$ cat config.mk
export PLATFORM = sky130hd
export DESIGN_NAME = nand_cmd_front
export DESIGN_NICKNAME = d
export VERILOG_FILES = /design/src/rtl/nand_cmd_pkg.sv /design/src/rtl/nand_strobe_sampler.sv /design/src/rtl/nand_busy_timer.sv /design/src/rtl/nand_cmd_seq.sv /design/src/rtl/nand_cmd_front.sv
export SDC_FILE = /design/constraint.sdc
export NUM_CORES = 1
export LEC_CHECK = 0
export ABC_AREA = 1
export BUFFER_PORTS_ARGS = -buffer_cell sky130_fd_sc_hd__clkbuf_2
export CELL_PAD_IN_SITES_DETAIL_PLACEMENT = 0
export CELL_PAD_IN_SITES_GLOBAL_PLACEMENT = 1
export CORE_MARGIN = 4
export CORE_UTILIZATION = 38
export DETAILED_ROUTE_END_ITERATION = 7
export GPL_ROUTABILITY_DRIVEN = 0
export PLACE_DENSITY = 0.79
export SYNTH_ARGS = -nofsm -noshare
export SYNTH_HDL_FRONTEND = slang
export SYNTH_SLANG_ARGS = --single-unit
$ cat constraint.sdc
create_clock -name clk -period 2.4 [get_ports clk]
set_clock_uncertainty 0.1 [all_clocks]
set_input_delay 0.48 -clock clk [delete_from_list [all_inputs] [get_ports clk]]
set_output_delay 0.48 -clock clk [all_outputs]
set_load 0.02 [all_outputs]
$ cat src/rtl/nand_cmd_pkg.sv
package nand_cmd_pkg;

  localparam int COL_W = 10;
  localparam int ROW_W = 16;

  localparam logic [7:0] CMD_READ_LO     = 8'h00;
  localparam logic [7:0] CMD_READ_HI     = 8'h01;
  localparam logic [7:0] CMD_READ_SP     = 8'h50;
  localparam logic [7:0] CMD_ID          = 8'h90;
  localparam logic [7:0] CMD_RESET       = 8'hFF;
  localparam logic [7:0] CMD_PROG_SETUP  = 8'h80;
  localparam logic [7:0] CMD_PROG_GO     = 8'h10;
  localparam logic [7:0] CMD_ERASE_SETUP = 8'h60;
  localparam logic [7:0] CMD_ERASE_GO    = 8'hD0;
  localparam logic [7:0] CMD_STATUS      = 8'h70;

  localparam logic [7:0] ID_MAKER  = 8'hEC;
  localparam logic [7:0] ID_DEVICE = 8'h73;

  typedef enum logic [1:0] {OM_READ1, OM_READ2, OM_STATUS, OM_ID} out_mode_e;
  typedef enum logic [1:0] {SQ_IDLE, SQ_ADDR, SQ_DATA, SQ_ECONF} seq_e;
  typedef enum logic [1:0] {OK_READ, OK_PROG, OK_ERASE, OK_ID} op_kind_e;
  typedef enum logic [1:0] {TM_READ, TM_PROG, TM_ERASE, TM_RST} tmr_sel_e;

  // index of the final address byte for each operation
  function automatic logic [1:0] last_idx(op_kind_e k);
    case (k)
      OK_ERASE: return 2'd1;
      OK_ID:    return 2'd0;
      default:  return 2'd2;
    endcase
  endfunction

  // destination of an address byte: 0 column, 1 row low, 2 row high
  function automatic logic [1:0] slot_of(op_kind_e k, logic [1:0] idx);
    return (k == OK_ERASE) ? idx + 2'd1 : idx;
  endfunction

  function automatic logic [1:0] area_of(logic [7:0] code);
    case (code)
      CMD_READ_HI: return 2'b01;
      CMD_READ_SP: return 2'b10;
      default:     return 2'b00;
    endcase
  endfunction

  function automatic logic [COL_W-1:0] col_word(logic [1:0] area, logic [7:0] b);
    return (area == 2'b10) ? {area, 4'h0, b[3:0]} : {area, b};
  endfunction

  function automatic logic [7:0] status_byte(logic wp_n, logic busy, logic fail);
    return {wp_n, ~busy, 5'b00000, fail};
  endfunction

  function automatic logic [7:0] id_byte(logic [1:0] idx);
    case (idx)
      2'd0:    return ID_MAKER;
      2'd1:    return ID_DEVICE;
      default: return 8'h00;
    endcase
  endfunction

  function automatic logic legal_when_busy(logic [7:0] code, logic in_reset);
    return (code == CMD_STATUS) || ((code == CMD_RESET) && !in_reset);
  endfunction

endpackage

$ cat src/rtl/nand_strobe_sampler.sv
module nand_strobe_sampler (
  input  logic clk,
  input  logic rst_n,
  input  logic ce_n,
  input  logic cle,
  input  logic ale,
  input  logic we_n,
  input  logic re_n,
  output logic cmd_evt,
  output logic addr_evt,
  output logic data_evt,
  output logic re_rise
);
  logic we_q, re_q;
  logic we_rise;

  always_ff @(posedge clk or negedge rst_n) begin
    if (!rst_n) begin
      we_q <= 1'b1;
      re_q <= 1'b1;
    end else begin
      we_q <= we_n;
      re_q <= re_n;
    end
  end

  assign we_rise  = we_n & ~we_q & ~ce_n;
  assign cmd_evt  = we_rise &  cle & ~ale;
  assign addr_evt = we_rise & ~cle &  ale;
  assign data_evt = we_rise & ~cle & ~ale;
  assign re_rise  = re_n & ~re_q & ~ce_n;
endmodule

$ cat src/rtl/nand_busy_timer.sv
module nand_busy_timer
  import nand_cmd_pkg::*;
#(
  parameter int T_READ  = 500,
  parameter int T_PROG  = 15000,
  parameter int T_ERASE = 100000,
  parameter int T_RST   = 250
) (
  input  logic     clk,
  input  logic     rst_n,
  input  logic     start,
  input  tmr_sel_e sel,
  output logic     busy,
  output logic     rst_busy
);
  localparam int MAX_AB = (T_READ > T_PROG) ? T_READ : T_PROG;
  localparam int MAX_CD = (T_ERASE > T_RST) ? T_ERASE : T_RST;
  localparam int MAX_T  = (MAX_AB > MAX_CD) ? MAX_AB : MAX_CD;
  localparam int CNT_W  = $clog2(MAX_T + 1);

  logic [CNT_W-1:0] cnt_q;
  logic             rst_q;

  function automatic logic [CNT_W-1:0] dur(tmr_sel_e s);
    case (s)
      TM_PROG:  return CNT_W'(T_PROG);
      TM_ERASE: return CNT_W'(T_ERASE);
      TM_RST:   return CNT_W'(T_RST);
      default:  return CNT_W'(T_READ);
    endcase
  endfunction

  always_ff @(posedge clk or negedge rst_n) begin
    if (!rst_n) begin
      cnt_q <= '0;
      rst_q <= 1'b0;
    end else if (start) begin
      cnt_q <= dur(sel);
      rst_q <= (sel == TM_RST);
    end else if (cnt_q != '0) begin
      cnt_q <= cnt_q - CNT_W'(1);
    end else begin
      rst_q <= 1'b0;
    end
  end

  assign busy     = (cnt_q != '0);
  assign rst_busy = busy & rst_q;
endmodule

$ cat src/rtl/nand_cmd_seq.sv
module nand_cmd_seq
  import nand_cmd_pkg::*;
(
  input  logic             clk,
  input  logic             rst_n,
  input  logic             cmd_evt,
  input  logic             addr_evt,
  input  logic             data_evt,
  input  logic             re_rise,
  input  logic             busy,
  input  logic             rst_busy,
  input  logic             wp_n,
  input  logic [7:0]       bus_byte,
  output logic             op_start,
  output tmr_sel_e         op_sel,
  output logic [COL_W-1:0] col_addr,
  output logic [ROW_W-1:0] row_addr,
  output out_mode_e        out_mode,
  output logic             fail_flag,
  output logic [1:0]       id_idx
);
  seq_e       seq_q;
  op_kind_e   kind_q, cur_kind;
  logic [1:0] idx_q, cur_idx, area_q;
  logic       have_data_q;
  logic       cmd_ok, prog_go, erase_go, rst_go, read_go;
  logic       addr_ok, addr_new, addr_take, addr_last;
  logic       in_read_mode;

  assign in_read_mode = (out_mode == OM_READ1) || (out_mode == OM_READ2);
  assign cmd_ok   = cmd_evt && (!busy || legal_when_busy(bus_byte, rst_busy));
  assign prog_go  = cmd_ok && (bus_byte == CMD_PROG_GO) && (seq_q == SQ_DATA) && have_data_q;
  assign erase_go = cmd_ok && (bus_byte == CMD_ERASE_GO) && (seq_q == SQ_ECONF);
  assign rst_go   = cmd_ok && (bus_byte == CMD_RESET);

  assign addr_ok   = addr_evt && !busy;
  assign addr_new  = addr_ok && (seq_q == SQ_IDLE) && in_read_mode;
  assign cur_kind  = addr_new ? OK_READ : kind_q;
  assign cur_idx   = addr_new ? 2'd0 : idx_q;
  assign addr_take = addr_ok && ((seq_q == SQ_ADDR) || addr_new);
  assign addr_last = addr_take && (cur_idx == last_idx(cur_kind));
  assign read_go   = addr_last && (cur_kind == OK_READ);

  assign op_start = rst_go | read_go | ((prog_go | erase_go) & wp_n);

  always_comb begin
    if (rst_go)        op_sel = TM_RST;
    else if (prog_go)  op_sel = TM_PROG;
    else if (erase_go) op_sel = TM_ERASE;
    else               op_sel = TM_READ;
  end

  always_ff @(posedge clk or negedge rst_n) begin
    if (!rst_n) begin
      seq_q       <= SQ_IDLE;
      kind_q      <= OK_READ;
      idx_q       <= 2'd0;
      area_q      <= 2'b00;
      have_data_q <= 1'b0;
      out_mode    <= OM_READ1;
      fail_flag   <= 1'b0;
      id_idx      <= 2'd0;
      col_addr    <= '0;
      row_addr    <= '0;
    end else if (cmd_ok) begin
      case (bus_byte)
        CMD_READ_LO, CMD_READ_HI, CMD_READ_SP: begin
          seq_q    <= SQ_ADDR;
          kind_q   <= OK_READ;
          idx_q    <= 2'd0;
          area_q   <= area_of(bus_byte);
          out_mode <= (bus_byte == CMD_READ_SP) ? OM_READ2 : OM_READ1;
        end
        CMD_ID: begin
          seq_q    <= SQ_ADDR;
          kind_q   <= OK_ID;
          idx_q    <= 2'd0;
          out_mode <= OM_ID;
          id_idx   <= 2'd0;
        end
        CMD_STATUS: begin
          seq_q    <= SQ_IDLE;
          out_mode <= OM_STATUS;
        end
        CMD_PROG_SETUP, CMD_ERASE_SETUP: begin
          seq_q       <= SQ_ADDR;
          kind_q      <= (bus_byte == CMD_PROG_SETUP) ? OK_PROG : OK_ERASE;
          idx_q       <= 2'd0;
          have_data_q <= 1'b0;
          if (!in_read_mode) begin
            out_mode <= OM_READ1;
            area_q   <= 2'b00;
          end
        end
        CMD_PROG_GO, CMD_ERASE_GO: begin
          seq_q <= SQ_IDLE;
          if (prog_go || erase_go) fail_flag <= ~wp_n;
        end
        CMD_RESET: begin
          seq_q       <= SQ_IDLE;
          kind_q      <= OK_READ;
          idx_q       <= 2'd0;
          area_q      <= 2'b00;
          have_data_q <= 1'b0;
          out_mode    <= OM_READ1;
          fail_flag   <= 1'b0;
          id_idx      <= 2'd0;
          col_addr    <= '0;
          row_addr    <= '0;
        end
        default: seq_q <= SQ_IDLE;
      endcase
    end else if (addr_take) begin
      case (slot_of(cur_kind, cur_idx))
        2'd0:    if (cur_kind != OK_ID) col_addr <= col_word(area_q, bus_byte);
        2'd1:    row_addr[7:0]  <= bus_byte;
        default: row_addr[15:8] <= bus_byte;
      endcase
      kind_q <= cur_kind;
      idx_q  <= cur_idx + 2'd1;
      if (!addr_last)                seq_q <= SQ_ADDR;
      else if (cur_kind == OK_PROG)  seq_q <= SQ_DATA;
      else if (cur_kind == OK_ERASE) seq_q <= SQ_ECONF;
      else                           seq_q <= SQ_IDLE;
    end else if (data_evt && !busy && (seq_q == SQ_DATA)) begin
      have_data_q <= 1'b1;
    end else if (re_rise && (out_mode == OM_ID) && (id_idx != 2'd2)) begin
      id_idx <= id_idx + 2'd1;
    end
  end
endmodule

$ cat src/rtl/nand_cmd_front.sv
module nand_cmd_front
  import nand_cmd_pkg::*;
#(
  parameter int T_READ  = 500,
  parameter int T_PROG  = 15000,
  parameter int T_ERASE = 100000,
  parameter int T_RST   = 250
) (
  input  logic             clk,
  input  logic             rst_n,
  input  logic             ce_n,
  input  logic             cle,
  input  logic             ale,
  input  logic             we_n,
  input  logic             re_n,
  input  logic             wp_n,
  input  logic [7:0]       io_in,
  output logic [7:0]       io_out,
  output logic             io_oe,
  output logic             rdy,
  output logic [COL_W-1:0] col_addr,
  output logic [ROW_W-1:0] row_addr
);
  logic       cmd_evt, addr_evt, data_evt, re_rise;
  logic       busy, rst_busy, op_start, fail_flag;
  tmr_sel_e   op_sel;
  out_mode_e  out_mode;
  logic [1:0] id_idx;

  nand_strobe_sampler u_smp (
    .clk(clk), .rst_n(rst_n), .ce_n(ce_n), .cle(cle), .ale(ale),
    .we_n(we_n), .re_n(re_n), .cmd_evt(cmd_evt), .addr_evt(addr_evt),
    .data_evt(data_evt), .re_rise(re_rise)
  );

  nand_cmd_seq u_seq (
    .clk(clk), .rst_n(rst_n), .cmd_evt(cmd_evt), .addr_evt(addr_evt),
    .data_evt(data_evt), .re_rise(re_rise), .busy(busy), .rst_busy(rst_busy),
    .wp_n(wp_n), .bus_byte(io_in), .op_start(op_start), .op_sel(op_sel),
    .col_addr(col_addr), .row_addr(row_addr), .out_mode(out_mode),
    .fail_flag(fail_flag), .id_idx(id_idx)
  );

  nand_busy_timer #(
    .T_READ(T_READ), .T_PROG(T_PROG), .T_ERASE(T_ERASE), .T_RST(T_RST)
  ) u_tmr (
    .clk(clk), .rst_n(rst_n), .start(op_start), .sel(op_sel),
    .busy(busy), .rst_busy(rst_busy)
  );

  always_comb begin
    case (out_mode)
      OM_STATUS: io_out = status_byte(wp_n, busy, fail_flag);
      OM_ID:     io_out = id_byte(id_idx);
      default:   io_out = 8'hFF;
    endcase
  end

  assign io_oe = ~ce_n & ~re_n;
  assign rdy   = ~busy;
endmodule

==> results by group, run 1 <==
STA
  • Max Fclk: 414 MHz
  • Max Slew Vio Count: 0
  • Worst setup margin: -13.4 ps
  • Tcrit/Tclk final: 1.01
  • RSZ-0062 raised after global routing: yes
  • Relative max-transition margin: 0.634
  • # setup viols final: 3
  • Worst Tran Pin Value: 545 ps
  • Final Critical Period: 2410 ps
  • Final hold viol count: 0

CTS
  • Clock Root Buffer: clkbuf_8
  • CTS buffer count: 9
  • Longest Clk Path Bufs: 2
  • Worst-path clk slew: 70 ps
  • Worst-Skew Late Latency: 330 ps
  • CTS tree: built
  • H-tree levels: 3
  • Sink Count: 60

Synthesis
  • Post-synthesis cell type count: 42
  • Post-Synth Adder-Cell Area: 0.0428
  • Xor and xnor area share after synthesis: 0.0297
  • Synth Net Count: 528
  • Mux cell area share after synthesis: 0
  • Synthesized instance count: 499
  • #FFs+latches synth: 60
  • Largest family of logic cells by synthesized area: simple AND/OR/NAND/NOR gates
  • Simple-Gate Fraction of Synth Area: 0.344
  • Post-Syn Area: 0.00380 mm2
  • Compound-Gate Fraction of Synth Area: 0.0995
  • Syn Area/Cell: 7.61 um2
  • Synth Warn #: 0
  • Post-synthesis sequential area ratio: 0.396

Cells and area
  • Post-Layout Cell Count: 748
  • Layout cell share with drive strength beyond 1: 0.389
  • Antenna cells: 0
  • Fin area: 0.00541 mm2
  • Commonest cells after routing, fill and taps aside: 100 x nand2_1, 58 x dfrtp_1, 57 x inv_1
  • Nets: 639
  • Fillers: 921
  • Commonest non-fill, non-tap cell in the layout: nand2_1
  • FF+latch area: 0.00150 mm2
  • Area growth syn-to-layout: 42.5%
  • Multi-input logic area: 0.00240 mm2

Worst setup path
  • FF-to-FF setup slack: -10 ps
  • Worst setup path endpoint: u_tmr.cnt_q[11]$_DFFE_PN0P_
  • Kind of critical path: reg2reg
  • Family with the most delay on the worst path: simple AND/OR/NAND/NOR gates
  • RR Startpoint: u_tmr.cnt_q[0]$_DFFE_PN0P_
  • Crit path cell chain: inv_2 -> ha_4 -> inv_2 -> nor2_2 -> nand2_2 -> nor2_4 -> nand4_4 -> nand2_4 -> inv_4 -> ha_4 -> inv_2 -> nand3_2 -> nand2_1 -> inv_2 -> nand3_4 -> buf_6 -> nand4_1 -> nand2_1 -> nor2_1
  • Worst R2R End: u_tmr.cnt_q[11]$_DFFE_PN0P_
  • CP endpoint kind: register
  • CP Max Fanout: 7
  • Worst setup SP type: register
  • Slowest cell on crit path: dfrtp_1
  • Worst endpoint required time: 2530 ps
  • Largest stage delay, worst path: 390 ps
  • Levels on crit path: 19
  • CP most frequent cell: inv_2
  • Cells on worst reg2reg path: 19
  • Critical path origin: u_tmr.cnt_q[0]$_DFFE_PN0P_
  • Worst path arrival time: 2540 ps
  • WP buf/inv: 6

Place
  • Count of input and output buffers: 51
  • DP Area: 0.00447 mm2
  • Hpwl dp: 8210 um
  • Placed Cells: 715

Detailed routing
  • Antenna Nets Post-Route: 0
  • TritonRoute pass-1 iters: 4
  • DR vias/cell: 4.91
  • DRC viols: 0
  • Initial DRC count: 183
  • Final wirelength: 11000 um
  • Vias: 3670
  • Avg WL per Cell: 14.7 um

Power
  • VDD IR max: 0.239 mV
  • PD cells: 487 mW/mm2
  • Pint: 1.89 mW
  • Sw Share: 0.283
  • Clock share of power: 0.422
  • Flop pwr share: 0.398
  • Power share of the combinational group: 0.180
  • Net switching power: 0.745 mW
  • Leak pwr: 2.71 nW

Global routing
  • Initial antenna violation count: 0
  • Total grt overflow: 0
  • Global-route wire length before repair: 17700 um
  • Largest net degree at the start of global routing: 24
  • GRT Overall Usage: 0.195
  • Vias in the first global route: 3606

Floorplan
  • Ports: 52
  • Die span in y: 108 um
  • Initial core utilization: 0.390
  • Die ar.: 0.0117 mm2
  • Chip Width: 108 um
  • Core Area: 0.00973 mm2
  • Num rows: 36

Min path
  • Hold crit path type: in2reg

Run status
  • Status: complete, but fails checks
  • Violated checks: setup timing

Job
  • Max-cap violations: 0
[worst min path at each step]
stage	startpoint	to	slack (ps)	cells after the start
2_1_floorplan	rst_n	u_seq.area_q[0]$_DFFE_PN0P_	80	0
3_3_place_gp	rst_n	u_tmr.cnt_q[14]$_DFFE_PN0P_	370	1
3_5_place_dp	rst_n	u_tmr.cnt_q[14]$_DFFE_PN0P_	350	1
4_1_cts	re_n	u_smp.re_q$_DFF_PN1_	140	1
5_1_grt	re_n	u_smp.re_q$_DFF_PN1_	140	1
6_report	we_n	u_smp.we_q$_DFF_PN1_	150	1
[sequential cells by signal, summed over array words and instances (netlist names), 2 cells and up]
signal / cells
u_seq.seq_q: 2
u_seq.row_addr: 16
u_tmr.cnt_q: 17
u_seq.area_q: 2
u_seq.out_mode: 2
u_seq.col_addr: 10
u_seq.id_idx: 2
u_seq.idx_q: 2
u_seq.kind_q: 2
[metrics by stage]
stage,utilization,setup WS [ps],total power [mW],hold slack [ps],TNS [ps]
floorplan,-,1.74,1.35,84.4,0
global placement,0.460,-57.6,1.49,366,-788
detailed placement,0.460,-151,1.50,351,-2810
CTS,0.526,-105,2.62,135,-856
global route,0.556,-174,2.75,140,-4020
finish,0.556,-13.4,2.63,149,-19.5
[per-layer routing]
metal	global-route usage	wire [um]	vias to the layer above
met1	0.245	4760	1762
met3	0.0376	358	16
met2	0.339	5710	67
met5	0	0	-
met4	0.0568	180	0
li1	-	-	1825
[power groups by stage]
stage               clock network, mW  logic [mW]  registers, mW
CTS                              1.13       0.443           1.05
floorplan                           0       0.288           1.06
global placement                    0       0.426           1.07
finish                           1.11       0.473           1.05
detailed placement                  0       0.429           1.07
global route                     1.18       0.519           1.05
[what timing repair did]
item / 4_1_cts / 5_1_grt
setup buffers: 8 / 5
endpoints found under the hold margin: 14 / 0
gates cloned: 3 / 0
endpoints found under the setup margin: 44 / 59
hold buffers: 1 / 0
resized for setup: 77 / 62
pin swaps: 30 / 17
[synth_stat cells]
cell type | instances | share of area
a21oi_1 | 8 | 0.011
a21oi_4 | 1 | 0.0043
a22o_1 | 2 | 0.0046
a31oi_1 | 1 | 0.0016
buf_2 | 3 | 0.0040
buf_4 | 3 | 0.0059
buf_6 | 2 | 0.0059
clkbuf_1 | 1 | 0.00099
clkinv_2 | 1 | 0.0013
dfrtp_1 | 58 | 0.38
dfstp_2 | 2 | 0.014
ha_1 | 13 | 0.043
inv_1 | 64 | 0.063
inv_2 | 6 | 0.0059
nand2_1 | 120 | 0.12
nand2_2 | 3 | 0.0049
nand2_4 | 4 | 0.012
nand3_1 | 39 | 0.051
nand3_2 | 9 | 0.024
nand3_4 | 1 | 0.0046
nand3b_1 | 1 | 0.0020
nand4_1 | 9 | 0.015
nand4_4 | 1 | 0.0056
nor2_1 | 62 | 0.061
nor2_2 | 7 | 0.012
nor2_4 | 2 | 0.0059
nor2_8 | 1 | 0.0053
nor3_1 | 9 | 0.012
nor3b_1 | 1 | 0.0020
nor4_1 | 2 | 0.0033
nor4_4 | 1 | 0.0056
o2111ai_1 | 1 | 0.0023
o211ai_1 | 3 | 0.0059
o21ai_0 | 27 | 0.036
o21ai_1 | 8 | 0.011
o21ai_2 | 8 | 0.018
o21bai_1 | 1 | 0.0020
o22ai_1 | 1 | 0.0016
o31ai_1 | 1 | 0.0020
xnor2_1 | 3 | 0.0069
xor2_1 | 8 | 0.018
xor2_2 | 1 | 0.0043
[cells by family (layout without fill, tap and decap cells)]
group                    after synthesis  in the layout
adder cells (fa/ha/maj)               13             13
XOR/XNOR                              12             12
AND/OR/NAND/NOR                      272            273
flip-flops                            60             60
buffers and inverters                 80            195
AO/OA/AOI/OAI                         62             62
[final cells by class]
class | instances | share of cell area
Multi-Input combinational cell | 360 | 0.444
Sequential cell | 60 | 0.278
Timing Repair Buffer | 108 | 0.148
Inverter | 71 | 0.0546
Tap cell | 133 | 0.0308
Clock buffer | 10 | 0.0236
Clock inverter | 6 | 0.0208
Power figures use the tool's default switching activity.
==> run 2, diff against run 1 <==
--- a/config.mk
+++ b/config.mk
@@ -9,7 +9,7 @@
 export BUFFER_PORTS_ARGS = -buffer_cell sky130_fd_sc_hd__clkbuf_2
 export CELL_PAD_IN_SITES_DETAIL_PLACEMENT = 0
 export CELL_PAD_IN_SITES_GLOBAL_PLACEMENT = 1
-export CORE_MARGIN = 4
+export CORE_MARGIN = 10
 export CORE_UTILIZATION = 38
 export DETAILED_ROUTE_END_ITERATION = 7
 export GPL_ROUTABILITY_DRIVEN = 0
==> results by group, run 2 (synthesized netlist as in run 1, its figures left out) <==
Worst setup path
  • Cells on worst reg2reg path: 17
  • Worst R2R End: u_seq.row_addr[5]$_DFFE_PN0P_
  • Worst path arrival time: 1850 ps
  • Slowest cell on crit path: dfrtp_1
  • CP most frequent cell: inv_2
  • Worst endpoint required time: 1820 ps
  • CP Max Fanout: 2
  • Crit path cell chain: inv_2 -> ha_4 -> inv_2 -> nor2_2 -> nand2_2 -> nor2_4 -> nand2_4 -> buf_8 -> o31ai_4 -> buf_6
  • RR Startpoint: u_tmr.cnt_q[0]$_DFFE_PN0P_
  • Largest stage delay, worst path: 400 ps
  • Kind of critical path: reg2out
  • FF-to-FF setup slack: 30 ps
  • Worst setup SP type: register
  • CP endpoint kind: output port

Global routing
  • Global-route wire length before repair: 17900 um
  • GRT Overall Usage: 0.151
  • Total grt overflow: 0
  • Vias in the first global route: 3600
  • Largest net degree at the start of global routing: 61
  • Initial antenna violation count: 0

CTS
  • Worst-path clk slew: 80 ps
  • Sink Count: 60
  • H-tree levels: 3
  • Worst-Skew Late Latency: 370 ps
  • CTS buffer count: 9
  • Longest Clk Path Bufs: 2
  • CTS tree: built
  • Clock Root Buffer: clkbuf_8

Detailed routing
  • Avg WL per Cell: 14.7 um
  • Initial DRC count: 163
  • Final wirelength: 10800 um
  • Antenna Nets Post-Route: 0
  • Vias: 3531
  • TritonRoute pass-1 iters: 4
  • DR vias/cell: 4.79
  • DRC viols: 0

STA
  • Worst setup margin: -32.3 ps
  • Tcrit/Tclk final: 1.01
  • Relative max-transition margin: 0.674
  • # setup viols final: 1
  • Final hold viol count: 0
  • Final Critical Period: 2430 ps
  • RSZ-0062 raised after global routing: yes
  • Final hold slack: 19.0 ps
  • Max Fclk: 411 MHz
  • Max Slew Vio Count: 0
  • Worst Tran Pin Value: 485 ps

Place
  • DP Area: 0.00446 mm2
  • Count of input and output buffers: 51
  • Dpl ws: -233 ps
  • Hpwl dp: 8150 um
  • Placed Cells: 712

Cells and area
  • Biggest regs: u_tmr.cnt_q (17), u_seq.row_addr (16), u_seq.col_addr (10)
  • Antenna cells: 0
  • Nets: 628
  • Multi-input logic area: 0.00222 mm2
  • Largest Register: u_tmr.cnt_q
  • Area growth syn-to-layout: 32.8%
  • Post-Layout Cell Count: 737
  • Commonest cells after routing, fill and taps aside: 105 x nand2_1, 58 x dfrtp_1, 57 x inv_1
  • Fillers: 976
  • Commonest non-fill, non-tap cell in the layout: nand2_1
  • FF+latch area: 0.00150 mm2
  • Max reg flops: 17
  • Layout cell share with drive strength beyond 1: 0.349
  • Fin area: 0.00504 mm2

Power
  • VDD IR max: 0.345 mV
  • Leak pwr: 2.56 nW
  • PD cells: 474 mW/mm2

Run status
  • Violated checks: setup timing
  • Status: complete, but fails checks

Min path
  • Hold crit path type: in2async

Floorplan
  • Chip Width: 120 um
  • Initial core utilization: 0.388
  • Core Area: 0.00977 mm2
  • Ports: 52
  • Die ar.: 0.0144 mm2
  • Num rows: 36
  • Die span in y: 120 um

Job
  • Max-cap violations: 0
run 2: worst max-delay path, delay by kind of cell (launching register included):
kind                       cells  cell delay, ps
AOI/OAI and AO/OA              1             170
buffers and inverters          4             400
adders and majority gates      1             130
and+or+nand+nor                4             410
DFF                            1             400
run 2: how the worst max path moves through the flow:
| stage | start | endpoint | slack, ps | cells past startpoint |
|---|---|---|---|---|
| after floorplan | u_tmr.cnt_q[0]$_DFFE_PN0P_ | u_seq.row_addr[5]$_DFFE_PN0P_ | 2 | 16 |
| after global placement | ce_n | u_seq.col_addr[4]$_DFFE_PN0P_ | -110 | 15 |
| final | u_tmr.cnt_q[0]$_DFFE_PN0P_ | io_out[6] | -30 | 10 |
| after global routing | u_tmr.cnt_q[0]$_DFFE_PN0P_ | u_tmr.cnt_q[13]$_DFFE_PN0P_ | -160 | 18 |
| after CTS | u_tmr.cnt_q[0]$_DFFE_PN0P_ | io_out[6] | -130 | 10 |
| after detailed placement | ce_n | u_seq.col_addr[8]$_DFFE_PN0P_ | -230 | 14 |
run 2: layout make-up:
cell class	count	share of cell area
multi-input cells	360	0.440
flip-flops and latches	60	0.298
repair buffers	97	0.136
inverters	71	0.0561
well taps	133	0.0330
clock buffers	9	0.0246
clock inverters	7	0.0117
run 2: through the flow:
stage	power [mW]	utilization	TNS (ps)
after floorplan	1.35	-	0
final	2.39	0.516	-32.3
after global routing	2.50	0.516	-3710
after CTS	2.38	0.492	-185
after detailed placement	1.51	0.457	-4740
after global placement	1.50	0.457	-1940
run 2: layer usage:
metal / share of wire / GRT usage / vias up
met4: 0.013 / 0.0483 / 0
met5: 0 / 0 / -
met3: 0.038 / 0.0361 / 12
li1: - / - / 1813
met1: 0.45 / 0.183 / 1656
met2: 0.50 / 0.258 / 50
run 2: report_power, final:
group	switching, mW	internal [mW]
Combinational	0.307	0.166
Sequential	0.0170	1.03
Clock	0.479	0.388
Total	0.804	1.59
run 2: what timing repair did:
action                     4_1_cts  5_1_grt
cloned                           1        1
buffers inserted                 4        3
hold buffers                     0        0
resized for setup               36       49
setup endpoints to repair       29       54
pin swaps                       15       12
